**src/rtl/tsv_pkg.sv**
```systemverilog
package tsv_pkg;
    localparam int NSLOT = 3;

    typedef enum logic [1:0] {
        TS_SPARE   = 2'd0,
        TS_ACTIVE  = 2'd1,
        TS_RETIRED = 2'd2,
        TS_REPAIR  = 2'd3
    } tile_st_e;

    typedef enum logic [1:0] {
        C_RUN  = 2'd0,
        C_SWAP = 2'd1,
        C_DEGR = 2'd2
    } ctl_e;
endpackage

```
**src/rtl/tsv_pick.sv**
```systemverilog
module tsv_pick #(
    parameter int N  = 16,
    parameter int IW = $clog2(N)
) (
    input  logic [N-1:0]  cand,
    output logic          found,
    output logic [IW-1:0] idx
);
    always_comb begin
        found = 1'b0;
        idx   = '0;
        for (int i = N - 1; i >= 0; i--) begin
            if (cand[i]) begin
                found = 1'b1;
                idx   = IW'(i);
            end
        end
    end
endmodule

```
**src/rtl/tsv_vote.sv**
```systemverilog
module tsv_vote
    import tsv_pkg::*;
#(
    parameter int NT = 16,
    parameter int W  = 8,
    parameter int TW = $clog2(NT)
) (
    input  logic                        clk,
    input  logic                        rst_n,
    input  logic [NT*W-1:0]             obs_bus,
    input  logic [NSLOT-1:0][TW-1:0]    slot_tile,
    input  logic [NSLOT-1:0]            slot_vld,
    output logic [W-1:0]                voted,
    output logic                        mis_pulse,
    output logic [1:0]                  mis_slot,
    output logic [TW-1:0]               mis_tile,
    output logic                        uncorr
);
    logic [W-1:0] v [NSLOT];
    logic [W-1:0] val_d;
    logic         mis_d, unc_d;
    logic [1:0]   ms_d;

    for (genvar s = 0; s < NSLOT; s++) begin : g_sel
        always_comb begin
            v[s] = '0;
            for (int t = 0; t < NT; t++) begin
                if (slot_tile[s] == TW'(t)) v[s] = obs_bus[t*W +: W];
            end
        end
    end

    always_comb begin
        val_d = '0;
        mis_d = 1'b0;
        unc_d = 1'b0;
        ms_d  = 2'd0;
        case (slot_vld)
            3'b111: begin
                if (v[0] == v[1]) begin
                    val_d = v[0];
                    if (v[2] != v[0]) begin mis_d = 1'b1; ms_d = 2'd2; end
                end else if (v[0] == v[2]) begin
                    val_d = v[0]; mis_d = 1'b1; ms_d = 2'd1;
                end else if (v[1] == v[2]) begin
                    val_d = v[1]; mis_d = 1'b1; ms_d = 2'd0;
                end else begin
                    val_d = v[0]; unc_d = 1'b1;
                end
            end
            3'b011: begin val_d = v[0]; unc_d = (v[0] != v[1]); end
            3'b101: begin val_d = v[0]; unc_d = (v[0] != v[2]); end
            3'b110: begin val_d = v[1]; unc_d = (v[1] != v[2]); end
            3'b001: val_d = v[0];
            3'b010: val_d = v[1];
            3'b100: val_d = v[2];
            default: unc_d = 1'b1;
        endcase
    end

    always_ff @(posedge clk) begin
        if (!rst_n) begin
            voted     <= '0;
            mis_pulse <= 1'b0;
            mis_slot  <= 2'd0;
            mis_tile  <= '0;
            uncorr    <= 1'b0;
        end else begin
            voted     <= val_d;
            mis_pulse <= mis_d;
            mis_slot  <= ms_d;
            mis_tile  <= slot_tile[ms_d];
            uncorr    <= unc_d;
        end
    end
endmodule

```
**src/rtl/tsv_ctrl.sv**
```systemverilog
module tsv_ctrl
    import tsv_pkg::*;
#(
    parameter int NT = 16,
    parameter int TW = $clog2(NT)
) (
    input  logic                     clk,
    input  logic                     rst_n,
    input  logic [NT-1:0]            hard_fault,
    input  logic                     rep_start_vld,
    input  logic [TW-1:0]            rep_start_tile,
    input  logic                     rep_done_vld,
    input  logic [TW-1:0]            rep_done_tile,
    output logic [NSLOT-1:0][TW-1:0] slot_tile,
    output logic [NSLOT-1:0]         slot_vld,
    output logic [2*NT-1:0]          tile_status,
    output logic                     pool_empty
);
    ctl_e     state_q, state_d;
    tile_st_e st_q [NT];
    logic [NT-1:0] spare_vec;
    logic          pick_found;
    logic [TW-1:0] pick_idx;
    logic          ev, ev_hard, empty_found;
    logic [1:0]    ev_slot, empty_slot;

    for (genvar i = 0; i < NT; i++) begin : g_vec
        assign spare_vec[i]          = (st_q[i] == TS_SPARE);
        assign tile_status[2*i +: 2] = st_q[i];
    end
    assign pool_empty = ~|spare_vec;

    tsv_pick #(.N(NT), .IW(TW)) u_pick (
        .cand  (spare_vec & ~hard_fault),
        .found (pick_found),
        .idx   (pick_idx)
    );

    always_comb begin
        ev = 1'b0; ev_hard = 1'b0; ev_slot = 2'd0;
        for (int s = NSLOT - 1; s >= 0; s--) begin
            if (slot_vld[s] && rep_start_vld && slot_tile[s] == rep_start_tile) begin
                ev = 1'b1; ev_slot = 2'(s);
            end
        end
        for (int s = NSLOT - 1; s >= 0; s--) begin
            if (slot_vld[s] && hard_fault[slot_tile[s]]) begin
                ev = 1'b1; ev_hard = 1'b1; ev_slot = 2'(s);
            end
        end
        empty_found = 1'b0; empty_slot = 2'd0;
        for (int s = NSLOT - 1; s >= 0; s--) begin
            if (!slot_vld[s]) begin empty_found = 1'b1; empty_slot = 2'(s); end
        end
    end

    always_comb begin
        state_d = state_q;
        unique case (state_q)
            C_RUN:  if (ev) state_d = C_SWAP;
            C_SWAP: begin
                if (!empty_found)     state_d = C_RUN;
                else if (!pick_found) state_d = C_DEGR;
            end
            C_DEGR: if (ev || pick_found) state_d = C_SWAP;
            default: state_d = C_RUN;
        endcase
    end

    always_ff @(posedge clk) begin
        if (!rst_n) state_q <= C_RUN;
        else        state_q <= state_d;
    end

    always_ff @(posedge clk) begin
        if (!rst_n) begin
            for (int i = 0; i < NT; i++) st_q[i] <= (i < NSLOT) ? TS_ACTIVE : TS_SPARE;
            for (int s = 0; s < NSLOT; s++) slot_tile[s] <= TW'(s);
            slot_vld <= '1;
        end else begin
            for (int i = 0; i < NT; i++) begin
                if (st_q[i] == TS_SPARE && hard_fault[i]) st_q[i] <= TS_RETIRED;
                if (rep_done_vld && rep_done_tile == TW'(i) && st_q[i] == TS_REPAIR)
                    st_q[i] <= TS_SPARE;
            end
            if ((state_q == C_RUN || state_q == C_DEGR) && ev) begin
                st_q[slot_tile[ev_slot]] <= ev_hard ? TS_RETIRED : TS_REPAIR;
                slot_vld[ev_slot]        <= 1'b0;
            end
            if (state_q == C_SWAP && empty_found && pick_found) begin
                st_q[pick_idx]        <= TS_ACTIVE;
                slot_tile[empty_slot] <= pick_idx;
                slot_vld[empty_slot]  <= 1'b1;
            end
        end
    end
endmodule

```
**src/rtl/tmr_spare_voter.sv**
```systemverilog
module tmr_spare_voter
    import tsv_pkg::*;
#(
    parameter int NT = 16,
    parameter int W  = 8
) (
    input  logic                    clk,
    input  logic                    rst_n,
    input  logic [NT*W-1:0]         obs_bus,
    input  logic [NT-1:0]           hard_fault,
    input  logic                    rep_start_vld,
    input  logic [$clog2(NT)-1:0]   rep_start_tile,
    input  logic                    rep_done_vld,
    input  logic [$clog2(NT)-1:0]   rep_done_tile,
    output logic [W-1:0]            voted,
    output logic                    mis_pulse,
    output logic [1:0]              mis_slot,
    output logic [$clog2(NT)-1:0]   mis_tile,
    output logic                    uncorr,
    output logic                    pool_empty,
    output logic [2*NT-1:0]         tile_status
);
    localparam int TW = $clog2(NT);

    logic [NSLOT-1:0][TW-1:0] slot_tile;
    logic [NSLOT-1:0]         slot_vld;

    tsv_ctrl #(.NT(NT), .TW(TW)) u_ctrl (
        .clk            (clk),
        .rst_n          (rst_n),
        .hard_fault     (hard_fault),
        .rep_start_vld  (rep_start_vld),
        .rep_start_tile (rep_start_tile),
        .rep_done_vld   (rep_done_vld),
        .rep_done_tile  (rep_done_tile),
        .slot_tile      (slot_tile),
        .slot_vld       (slot_vld),
        .tile_status    (tile_status),
        .pool_empty     (pool_empty)
    );

    tsv_vote #(.NT(NT), .W(W), .TW(TW)) u_vote (
        .clk       (clk),
        .rst_n     (rst_n),
        .obs_bus   (obs_bus),
        .slot_tile (slot_tile),
        .slot_vld  (slot_vld),
        .voted     (voted),
        .mis_pulse (mis_pulse),
        .mis_slot  (mis_slot),
        .mis_tile  (mis_tile),
        .uncorr    (uncorr)
    );
endmodule

```
**config.mk**
```make
export PLATFORM = sky130hd
export DESIGN_NAME = tmr_spare_voter
export DESIGN_NICKNAME = d
export VERILOG_FILES = /design/src/rtl/tsv_pkg.sv /design/src/rtl/tsv_pick.sv /design/src/rtl/tsv_vote.sv /design/src/rtl/tsv_ctrl.sv /design/src/rtl/tmr_spare_voter.sv
export SDC_FILE = /design/constraint.sdc
export NUM_CORES = 1
export LEC_CHECK = 0
export BUFFER_PORTS_ARGS = -buffer_cell sky130_fd_sc_hd__buf_2
export CELL_PAD_IN_SITES_DETAIL_PLACEMENT = 1
export CELL_PAD_IN_SITES_GLOBAL_PLACEMENT = 1
export CORE_ASPECT_RATIO = 1.4
export CORE_MARGIN = 1.5
export CORE_UTILIZATION = 25
export CTS_CLUSTER_DIAMETER = 120
export DETAILED_ROUTE_END_ITERATION = 16
export GPL_TIMING_DRIVEN = 0
export PLACE_DENSITY_LB_ADDON = 0.1
export SLEW_MARGIN = 20
export SYNTH_ARGS = -nofsm -noshare
export SYNTH_HDL_FRONTEND = slang
export SYNTH_SLANG_ARGS = --single-unit
```
**constraint.sdc**
```tcl
create_clock -name clk -period 3.9 [get_ports clk]
set_clock_uncertainty 0.15 [all_clocks]
set_input_delay 0.39 -clock clk [delete_from_list [all_inputs] [get_ports clk]]
set_output_delay 0.39 -clock clk [all_outputs]
set_load 0.05 [all_outputs]
```
==> flow_summary.toml <==
[setup_path]
cp_slowest_stage_delay_ps = 440
cpMostUsedCell = "buf_8"
crit_start = "u_ctrl.slot_tile[5]$_SDFFE_PN0P_"
cp.required_ps = 3990
cp-end-kind = "flop"
cp.arrival_ps = 3980
critical_path_class = "flop to flop"
critPathLaunchType = "flop"
slowest_stage = "a221oi_4"
r2r-start = "u_ctrl.slot_tile[5]$_SDFFE_PN0P_"
crit_fanout = 10
path_cells = "buf_6, buf_8, buf_8, nor2b_4, a32oi_1, a221oi_4, o31ai_1, a22o_2, xnor2_1, nor4_2, and2_1, buf_4, o22ai_1, a311o_1"

[logic_synthesis]
ys_warn_count = 0
synth_seq_cells = 65
synth_edf_count = 32
yosysSeqAreaShare_pct = 17.1
synth-async-reset-ratio_pct = 0
avgSynthCellArea_um2 = 7.74
synthFlopType = "dfxtp_1"
synth_cells = 1225
syn_area_um2 = 9480
synth_nets = 1381
yosys.cell_types.count = 100

[cells_and_area]
drive_gt1_share_pct = 32.4
final_nets = 1616
instances_no_fill = 1941
fin_area_um2 = 12200
syn_to_final_growth_pct = 28.3

[floorplan]
die_h_um = 233
start_util_pct = 25.3
die_w_um = 168
dieArea_um2 = 39100
ios = 205
core_um2 = 37500
num_rows = 84

[pwr]
power.total_w = 0.00398
peakVddDrop_mv = 0.230
pwr_density_cell_nw_per_um2 = 327
leakagePower_nw = 4.61

[detailed_routing]
vias_per_cell = 6.33
drc_errors = 0
post_drt_wl_per_cell_um = 35.0
wirelength_um = 67900
drt_iter0_drc = 980
ant_nets = 0
vias = 12300
dr.pass1.iters = 5

[timing]
hold_viol_final = 0
finalSetupViolations = 0
finalSetupTns_ps = 0
worst_pin_slew_ps = 962
finalCritPeriodShare_pct = 99.8
drv_slew = 0
slew_headroom_pct = 35.4
max_freq_mhz = 257
period_needed_ps = 3890
rsz0062_at_grt = "true"

[clock_tree]
cts_tree = "built"
clkLatencyLatePin_ps = 370
cts_htree_levels = 3
cts_hold_buf = 0
numClockSinks = 65
cts_buffers = 9
root_buffer = "clkbuf_16"
clock_path_buffers = 2
clk_pin_slew_ps = 60

[job]
maxCapViolCount = 0

[min_path]
holdCritStartpoint = "hard_fault[15]"
hold_path_class = "input port to flop"

[global_routing]
grt_pass1_wl_um = 94000
antenna_found_initial = 7
grt_usage_pct = 34.3
grt_start_max_net_pins = 13
overflow = 0
grt_pass1_vias = 12600

[placed_design]
place_area_um2 = 11100
place.gp.congestion = 1.00
dp_hpwl_um = 53800
io_buffers = 202
dp_cells = 1900

[outcome]
status = "finished, final reports clean"
-- report_power, final --
part	switching (W)	internal, W
registers	0.0000708	0.000814
logic	0.00148	0.000701
clock network	0.000347	0.000562
-- area by class of cell --
class / instances / area (um^2)
clock buffer: 10 / 229
tap: 473 / 592
fill: 4588 / 25400
timing repair buffer: 224 / 1180
buffer: 98 / 713
antenna: 3 / 7.51
sequential: 65 / 1620
clock inverter: 6 / 91.3
inverter: 22 / 96.3
multi-input combinational: 1040 / 7640
-- flip-flops by register name, summed over array words and instances (netlist names) --
signal / cells
u_vote.uncorr: 1
u_vote.mis_tile: 4
u_vote.mis_slot: 2
u_ctrl.st_q: 32
u_ctrl.state_q: 2
u_ctrl.slot_vld: 3
u_ctrl.slot_tile: 12
u_vote.voted: 8
u_vote.mis_pulse: 1
-- metal layers --
layer	GRT usage, %	up-vias	wire, um
li1	-	5232	-
met1	35.1	6090	23600
met2	60.2	682	33000
met3	6.68	272	4670
met4	29.4	8	6510
met5	0	-	55
-- final timing paths --
check                                      to  slack [ps]  depth (start not counted)
max                  u_vote.uncorr$_SDFF_PN0_           9                         14
min          u_ctrl.st_q[15][0]$_SDFFCE_PN0P_         330                          2
max reg2reg          u_vote.uncorr$_SDFF_PN0_           9                         14
min reg2reg    u_ctrl.state_q[0]$_SDFFE_PN0P_         470                          4
-- cell usage after synthesis (16+ instances only) --
library cell	n	share of area (%)
buf_2	35	1.8
mux4_2	19	4.5
a22oi_1	22	1.7
clkbuf_1	24	0.95
mux2_2	21	2.5
nand3_1	34	1.8
o21ai_0	64	3.4
nor2b_1	35	2.3
buf_4	18	1.4
mux2i_1	76	8.0
edfxtp_1	32	10
nor2_1	133	5.3
a21oi_1	72	3.8
inv_1	19	0.75
nor3_1	40	2.1
nand2_1	91	3.6
nand2b_1	30	2.0
nand4_1	24	1.6
dfxtp_1	33	7.0
a31oi_1	16	1.1
-- what timing repair did --
action	CTS	global route
resized for setup	70	92
pin swaps	4	13
buffers inserted	4	18
endpoints found under the setup margin	80	47
-- layout by cell type, fill, tap and decap left out, types with 14 or more instances in the layout --
cell type / instances
a211o_1: 14
a21oi_1: 69
a22oi_1: 20
a31oi_1: 15
buf_2: 218
buf_4: 43
buf_6: 22
clkbuf_1: 16
dfxtp_1: 32
edfxtp_1: 32
inv_1: 17
mux2_2: 21
mux2i_1: 72
mux4_2: 19
nand2_1: 85
nand2b_1: 25
nand3_1: 33
nand3b_1: 14
nand4_1: 24
nor2_1: 123
nor2b_1: 25
nor3_1: 29
o21ai_0: 61
o221ai_1: 14
xor2_1: 15
-- cell families (layout without fill, tap and decap cells) --
logic type | after synthesis | count (layout) | synth area share, %
DFF | 65 | 65 | 17.1
other | 0 | 3 | 0
AOI/OAI and AO/OA | 403 | 403 | 30.7
and+or+nand+nor | 486 | 486 | 26.4
buffers and inverters | 120 | 360 | 7.35
muxes | 124 | 124 | 16.0
xor gates and xnor gates | 27 | 27 | 2.49
-- worst max-delay path, delay by kind of cell (launching register included) --
| family | cells | cell delay [ps] |
|---|---|---|
| buf+inv | 4 | 680 |
| compound gates | 6 | 1550 |
| simple gates | 3 | 910 |
| flops | 1 | 320 |
| xor+xnor | 1 | 160 |
-- stage by stage --
step                      setup slack [ps]  utilization (%)  hold slack (ps)
after detailed placement              -654             29.5              454
after CTS                             1.25             31.2              312
after global routing                 -80.1             32.4              336
after floorplan                        349                -              398
after global placement                -705             29.5              455
final                                 9.32             32.4              331
Power figures use the tool's default switching activity.
